## config.mk

```make
export PLATFORM = sky130hd
export DESIGN_NAME = vfc_modulator
export DESIGN_NICKNAME = d
export VERILOG_FILES = /design/src/rtl/vfc_pkg.sv /design/src/rtl/vfc_increment.sv /design/src/rtl/vfc_accum.sv /design/src/rtl/vfc_gate.sv /design/src/rtl/vfc_modulator.sv
export SDC_FILE = /design/constraint.sdc
export NUM_CORES = 1
export LEC_CHECK = 0
export BUFFER_PORTS_ARGS = -buffer_cell sky130_fd_sc_hd__buf_4
export CAP_MARGIN = 0
export CORE_UTILIZATION = 52
export CTS_CLUSTER_DIAMETER = 200
export DETAILED_ROUTE_END_ITERATION = 8
export GPL_TIMING_DRIVEN = 0
export MAX_ROUTING_LAYER = met4
export PLACE_DENSITY = 0.73
export SYNTH_ARGS = -nofsm -noshare
export SYNTH_HDL_FRONTEND = slang
export SYNTH_SLANG_ARGS = --single-unit
```

## constraint.sdc

```tcl
create_clock -name clk -period 5 [get_ports clk]
set_input_delay 0.25 -clock clk [delete_from_list [all_inputs] [get_ports clk]]
set_output_delay 0.25 -clock clk [all_outputs]
set_load 0.05 [all_outputs]
```

## src/rtl/vfc_pkg.sv

```systemverilog
package vfc_pkg;
  // Clamp a value into [lo, hi].
  function automatic int clamp_int(input int v, input int lo, input int hi);
    if (v < lo) return lo;
    if (v > hi) return hi;
    return v;
  endfunction
endpackage

```

## src/rtl/vfc_increment.sv

```systemverilog
module vfc_increment #(
  parameter int CODE_W   = 12,
  parameter int FS_CODE  = 1024,
  parameter int OVR_CODE = 61,
  parameter int ACC_W    = 16
) (
  input  logic                     clk,
  input  logic                     rst,
  input  logic signed [CODE_W-1:0] code_in,
  output logic        [ACC_W-1:0]  inc_o
);
  import vfc_pkg::*;

  localparam int MOD     = 10 * FS_CODE;
  localparam int CODE_LO = -OVR_CODE;
  localparam int CODE_HI = FS_CODE + OVR_CODE;

  logic signed [CODE_W-1:0] code_q;

  always_ff @(posedge clk) begin
    if (rst) code_q <= '0;
    else     code_q <= code_in;
  end

  int code_c;
  int inc_c;

  always_comb begin
    code_c = clamp_int(int'(code_q), CODE_LO, CODE_HI);
    inc_c  = clamp_int(FS_CODE + 8 * code_c, 0, MOD);
    inc_o  = ACC_W'(inc_c);
  end
endmodule

```

## src/rtl/vfc_accum.sv

```systemverilog
module vfc_accum #(
  parameter int ACC_W = 16,
  parameter int MOD   = 10240
) (
  input  logic             clk,
  input  logic             rst,
  input  logic [ACC_W-1:0] inc_i,
  output logic [ACC_W-1:0] acc_o,
  output logic             ovf_o
);
  localparam logic [ACC_W-1:0] MOD_V  = ACC_W'(MOD);
  localparam logic [ACC_W-1:0] HALF_V = ACC_W'(MOD / 2);

  logic [ACC_W-1:0] acc_q;
  logic [ACC_W-1:0] sum_c;
  logic             hit_c;
  logic             ovf_q;

  always_comb begin
    sum_c = acc_q + inc_i;
    hit_c = (sum_c >= MOD_V);
  end

  always_ff @(posedge clk) begin
    if (rst) begin
      acc_q <= HALF_V;
      ovf_q <= 1'b0;
    end else begin
      acc_q <= hit_c ? (sum_c - MOD_V) : sum_c;
      ovf_q <= hit_c;
    end
  end

  assign acc_o = acc_q;
  assign ovf_o = ovf_q;
endmodule

```

## src/rtl/vfc_gate.sv

```systemverilog
module vfc_gate (
  input  logic clk,
  input  logic strobe_i,
  output logic pulse_o
);
  // Strobe is registered on the rising edge; ANDing with the clock
  // confines the pulse to the high half of that same cycle.
  assign pulse_o = strobe_i & clk;
endmodule

```

## src/rtl/vfc_modulator.sv

```systemverilog
module vfc_modulator #(
  parameter int CODE_W   = 12,
  parameter int FS_CODE  = 1024,
  parameter int OVR_CODE = 61
) (
  input  logic                     clk,
  input  logic                     rst,
  input  logic signed [CODE_W-1:0] code_in,
  output logic                     pulse_strobe,
  output logic                     pulse_out
);
  localparam int MOD   = 10 * FS_CODE;
  localparam int ACC_W = $clog2(2 * MOD) + 1;

  logic [ACC_W-1:0] inc_w;
  logic [ACC_W-1:0] acc_q;

  vfc_increment #(
    .CODE_W(CODE_W), .FS_CODE(FS_CODE), .OVR_CODE(OVR_CODE), .ACC_W(ACC_W)
  ) u_inc (
    .clk(clk), .rst(rst), .code_in(code_in), .inc_o(inc_w)
  );

  vfc_accum #(.ACC_W(ACC_W), .MOD(MOD)) u_acc (
    .clk(clk), .rst(rst), .inc_i(inc_w), .acc_o(acc_q), .ovf_o(pulse_strobe)
  );

  vfc_gate u_gate (.clk(clk), .strobe_i(pulse_strobe), .pulse_o(pulse_out));
endmodule

```

=== Word-level counts from Yosys, hierarchy flattened ===
Cells that the tools add are included.

* Flip-flop bits (word level): 29
* Output and inout bits: 2

* $add $sub $neg: 3
* $lt $le $gt $ge: 5
* Mux-type cells: 14
* Bitwise operators: 1

{| class="wikitable"
|+ Operators by type and width
! kind !! number
|-
| $mux W29 || 4
|-
| $mux W16 || 3
|-
| $add A12 B32 Y32 const A || 1
|-
| $gt A32 B15 Y1 const B || 1
|-
| $lt A32 B1 Y1 const B || 1
|-
| $add A16 B16 Y16 || 1
|-
| $ge A16 B14 Y1 const B || 1
|-
| $sub A16 B14 Y16 const B || 1
|-
| $mux W14 || 1
|-
| $gt A12 B12 Y1 const B || 1
|-
| $lt A12 B7 Y1 const B || 1
|-
| $mux W1 || 6
|-
| $and A1 B1 Y1 || 1
|}

=== Depth between registers and ports, before layout ===
* Depth after elaboration: 14
* Depth in mapped cells: 19

=== Modules after synthesis ===
A second synthesis with hierarchy kept.

* Cell total of the unflattened synthesis: 264
* Area total of the unflattened synthesis: 2190.9 um^2

{| class="wikitable"
|+ By module, submodules not included
! module !! instances !! cells an instance !! area an instance (um^2) !! seq. area each (um^2)
|-
| vfc_accum || 1 || 170 || 1396.3 || 340.3
|-
| vfc_increment || 1 || 93 || 788.3 || 240.2
|-
| vfc_gate || 1 || 1 || 6.3 || 0.0
|}

==> run metrics <==
P&R area growth vs syn=18.95%; drt via density=~5.5; via count=about 1.6k; slowest CP cell=or4_1; crit path time final=4.615 ns; Synth Area in Compound Gates=between 20% and 30%; IO buf count=14; critical path's top delay family=simple AND/OR/NAND/NOR gates; dominant synthesized flop cell=dfxtp_1; count of cell types in the netlist=54; drt total wl=about 4000 um; global-route wire length before repair=6644 um; Synth area leaders=dfxtp_1 (28%), ha_1 (13%), nor2b_1 (5.4%); Finished Layout Cells=slightly below 300; status=completed; die width=between 60 and 70 um; worst endpoint data arrival time=between 5 and 6 ns; Worst Slack Setup Final=0.3850 ns; critical path class=register to register; Crit. End Element=register; launch point of the worst path=u_inc.code_q[10]; Worst-Skew Late Latency=roughly 0.45 ns; cell taking the most area after synthesis=dfxtp_1; Worst Hold Class=input port to register; most frequent cells after synthesis=dfxtp_1 (26), ha_1 (19), nor2b_1 (16); Least-Margin Pin Slew=approximately 0.61 ns; Die ar.=approximately 0.0038 sq mm; GPL Wtd Cong=roughly 0.88; CP Max Fanout=5; Filler Cells Inserted=~300; Clock Skew=0.003089 ns; top-count cell post-synth=dfxtp_1; mapped cell area=0.001842 sq mm; sequential fraction of the synthesis area=roughly 28%; maximum VDD drop=between 400 and 500 uV; GRT Total Usage=between 20% and 30%; register clock-pin slew on the reported worst setup and hold paths=roughly 0.15 ns; fmax=between 200 and 250 MHz; Ports=16; ANT nets after route=0; Max-Cap Viols=0; core footprint=0.003363 sq mm; largest net degree at the start of global routing=16; overall power=around 0.80 mW; final routed DRC violation total=0; Crit path largest cell delay=between 0.4 and 0.5 ns; Synth top area share=28.26%; Final Max Tran Viols=0; pwr dens=363.0 mW/mm^2; Initial Util=between 50% and 60%; crit-path cells=inv_1 > a21o_1 > ha_1 > nand2_1 > ha_1 > nor4bb_1 > nand4b_1 > a21oi_2 > and2_1 > o21a_1 > ha_1 > and3_4 > a221oi_1 > o21bai_1 > xnor2_2 > ha_1 > nor2_1 > or4_1 > a21oi_1; number of diodes=0; warning count from the yosys run=0; P_leak=between 0.9 and 1 nW; Worst Path Required=between 5 and 6 ns; share of synthesized registers carrying an async set or reset=0%; kind of start point of the critical path=register; register area=between 500 and 600 sq um; final hold vios=0; layout cells sized above 1=approximately 16%; Nets=about 280; Cell Rows=21; WP buf/inv=1; max_slew headroom=a little under 60%; RR Startpoint=u_inc.code_q[10]; Post-Synth XOR/XNOR Area=4.755%; vias in the first global route=between 1.5k and 2k; CP most frequent cell=ha_1; Gate Count Post-Synth=approximately 210; period utilisation layout=between 90 and 100%; simple logic cell fraction of the synthesized area=roughly 23%; WL/cell=between 10 and 15 um; hold_sp=code_in[9]; TritonCTS clock tree=built; Pre-antenna DRT Iters=5; chip height=roughly 60 um; Final setup viols=0; GRT overflow=0; main combinational cell family by area after synthesis=compound AO/OA/AOI/OAI gates; Avg Cell Area, Syn=about 8.6 sq um; post-DP HPWL=about 2800 um; Post-Synth Adder-Cell Area=between 10% and 20%; synthesis-stage register bit count=26; proportion of synthesized area in mux cells=less than 1%; number of synthesized flops with an enable pin=0; area of the multi-input gates=0.001269 sq mm; initial DRC count=80; Setup WS pre-CTS=~0.12 ns; Cells after DPL=273; initial antenna violation count=0; Syn Nets=~250
layout by cell type (no fill, tap or decap), types with 3 or more instances in the layout:
master,count
and2_1,4
a21oi_1,13
nor3_1,4
clkbuf_1,5
buf_4,17
inv_1,11
nor3b_1,3
o21ai_0,9
o21a_1,8
xnor2_1,4
dfxtp_1,25
a21o_1,7
xor2_1,5
dlygate4sd3_1,8
clkbuf_4,6
nor2b_1,16
a211o_1,3
ha_1,19
nand2_1,10
nor2_1,13
nand3_1,6
where the power goes:
group	switching [mW]	internal [mW]
sequential	0.0149	0.232
clock	0.100	0.116
combinational	0.185	0.147
worst paths after layout:
check	cells after the start	slack, ns	endpoint
hold / removal	2	0.002	u_inc.code_q[9]
setup reg to reg	19	0.38	u_acc.acc_o[15]
hold reg to reg	2	0.58	u_acc.acc_o[3]
setup / recovery	19	0.38	u_acc.acc_o[15]
state kept, by name, summed over array words and instances (netlist names):
| name | cells |
|---|---|
| u_inc.code_q | 12 |
| u_acc.ovf_o | 1 |
| u_acc.acc_o | 13 |
layout make-up:
cell class	instances	share of cell area, %
inverter	11	1.885
multi-input combinational	170	57.91
buffer	5	0.8567
timing repair buffer	24	9.138
tap	46	2.627
clock buffer	7	2.399
sequential	26	23.81
clock inverter	1	1.371
cell families after synthesis:
family                   count (synthesis)
buffers and inverters                   17
flip-flops                              26
adder cells (fa/ha/maj)                 20
multiplexers                             1
AND/OR/NAND/NOR                         73
AO/OA/AOI/OAI                           65
other                                    1
XOR/XNOR                                10
per-layer routing:
layer	share of wire [%]	vias to the layer above	track usage (%)
met5	0	-	-
met4	2.7	0	16.51
met3	3.9	11	4.832
met2	45	39	36.87
met1	48	723	31.55
li1	-	833	-
timing repair:
action                     CTS  global route
setup endpoints to repair    0             6
gates resized for setup      0             4
setup buffers                0             3
hold buffers                 8             0
hold endpoints to repair     8             0
per-stage QoR:
| step | TNS, ns | utilization, % | hold WS (ns) | instance area [sq um] |
|---|---|---|---|---|
| after floorplan | 0 | - | 0.3782 | 1842 |
| after global placement | 0 | 59.60 | 0.4606 | 2004 |
| after detailed placement | 0 | 59.60 | 0.4641 | 2004 |
| after CTS | 0 | 64.21 | 0.0008198 | 2160 |
| after global routing | -0.03160 | 65.14 | 0.005798 | 2191 |
| final | 0 | 65.14 | 0.002427 | 2191 |
(Power assumes the default switching activity.)
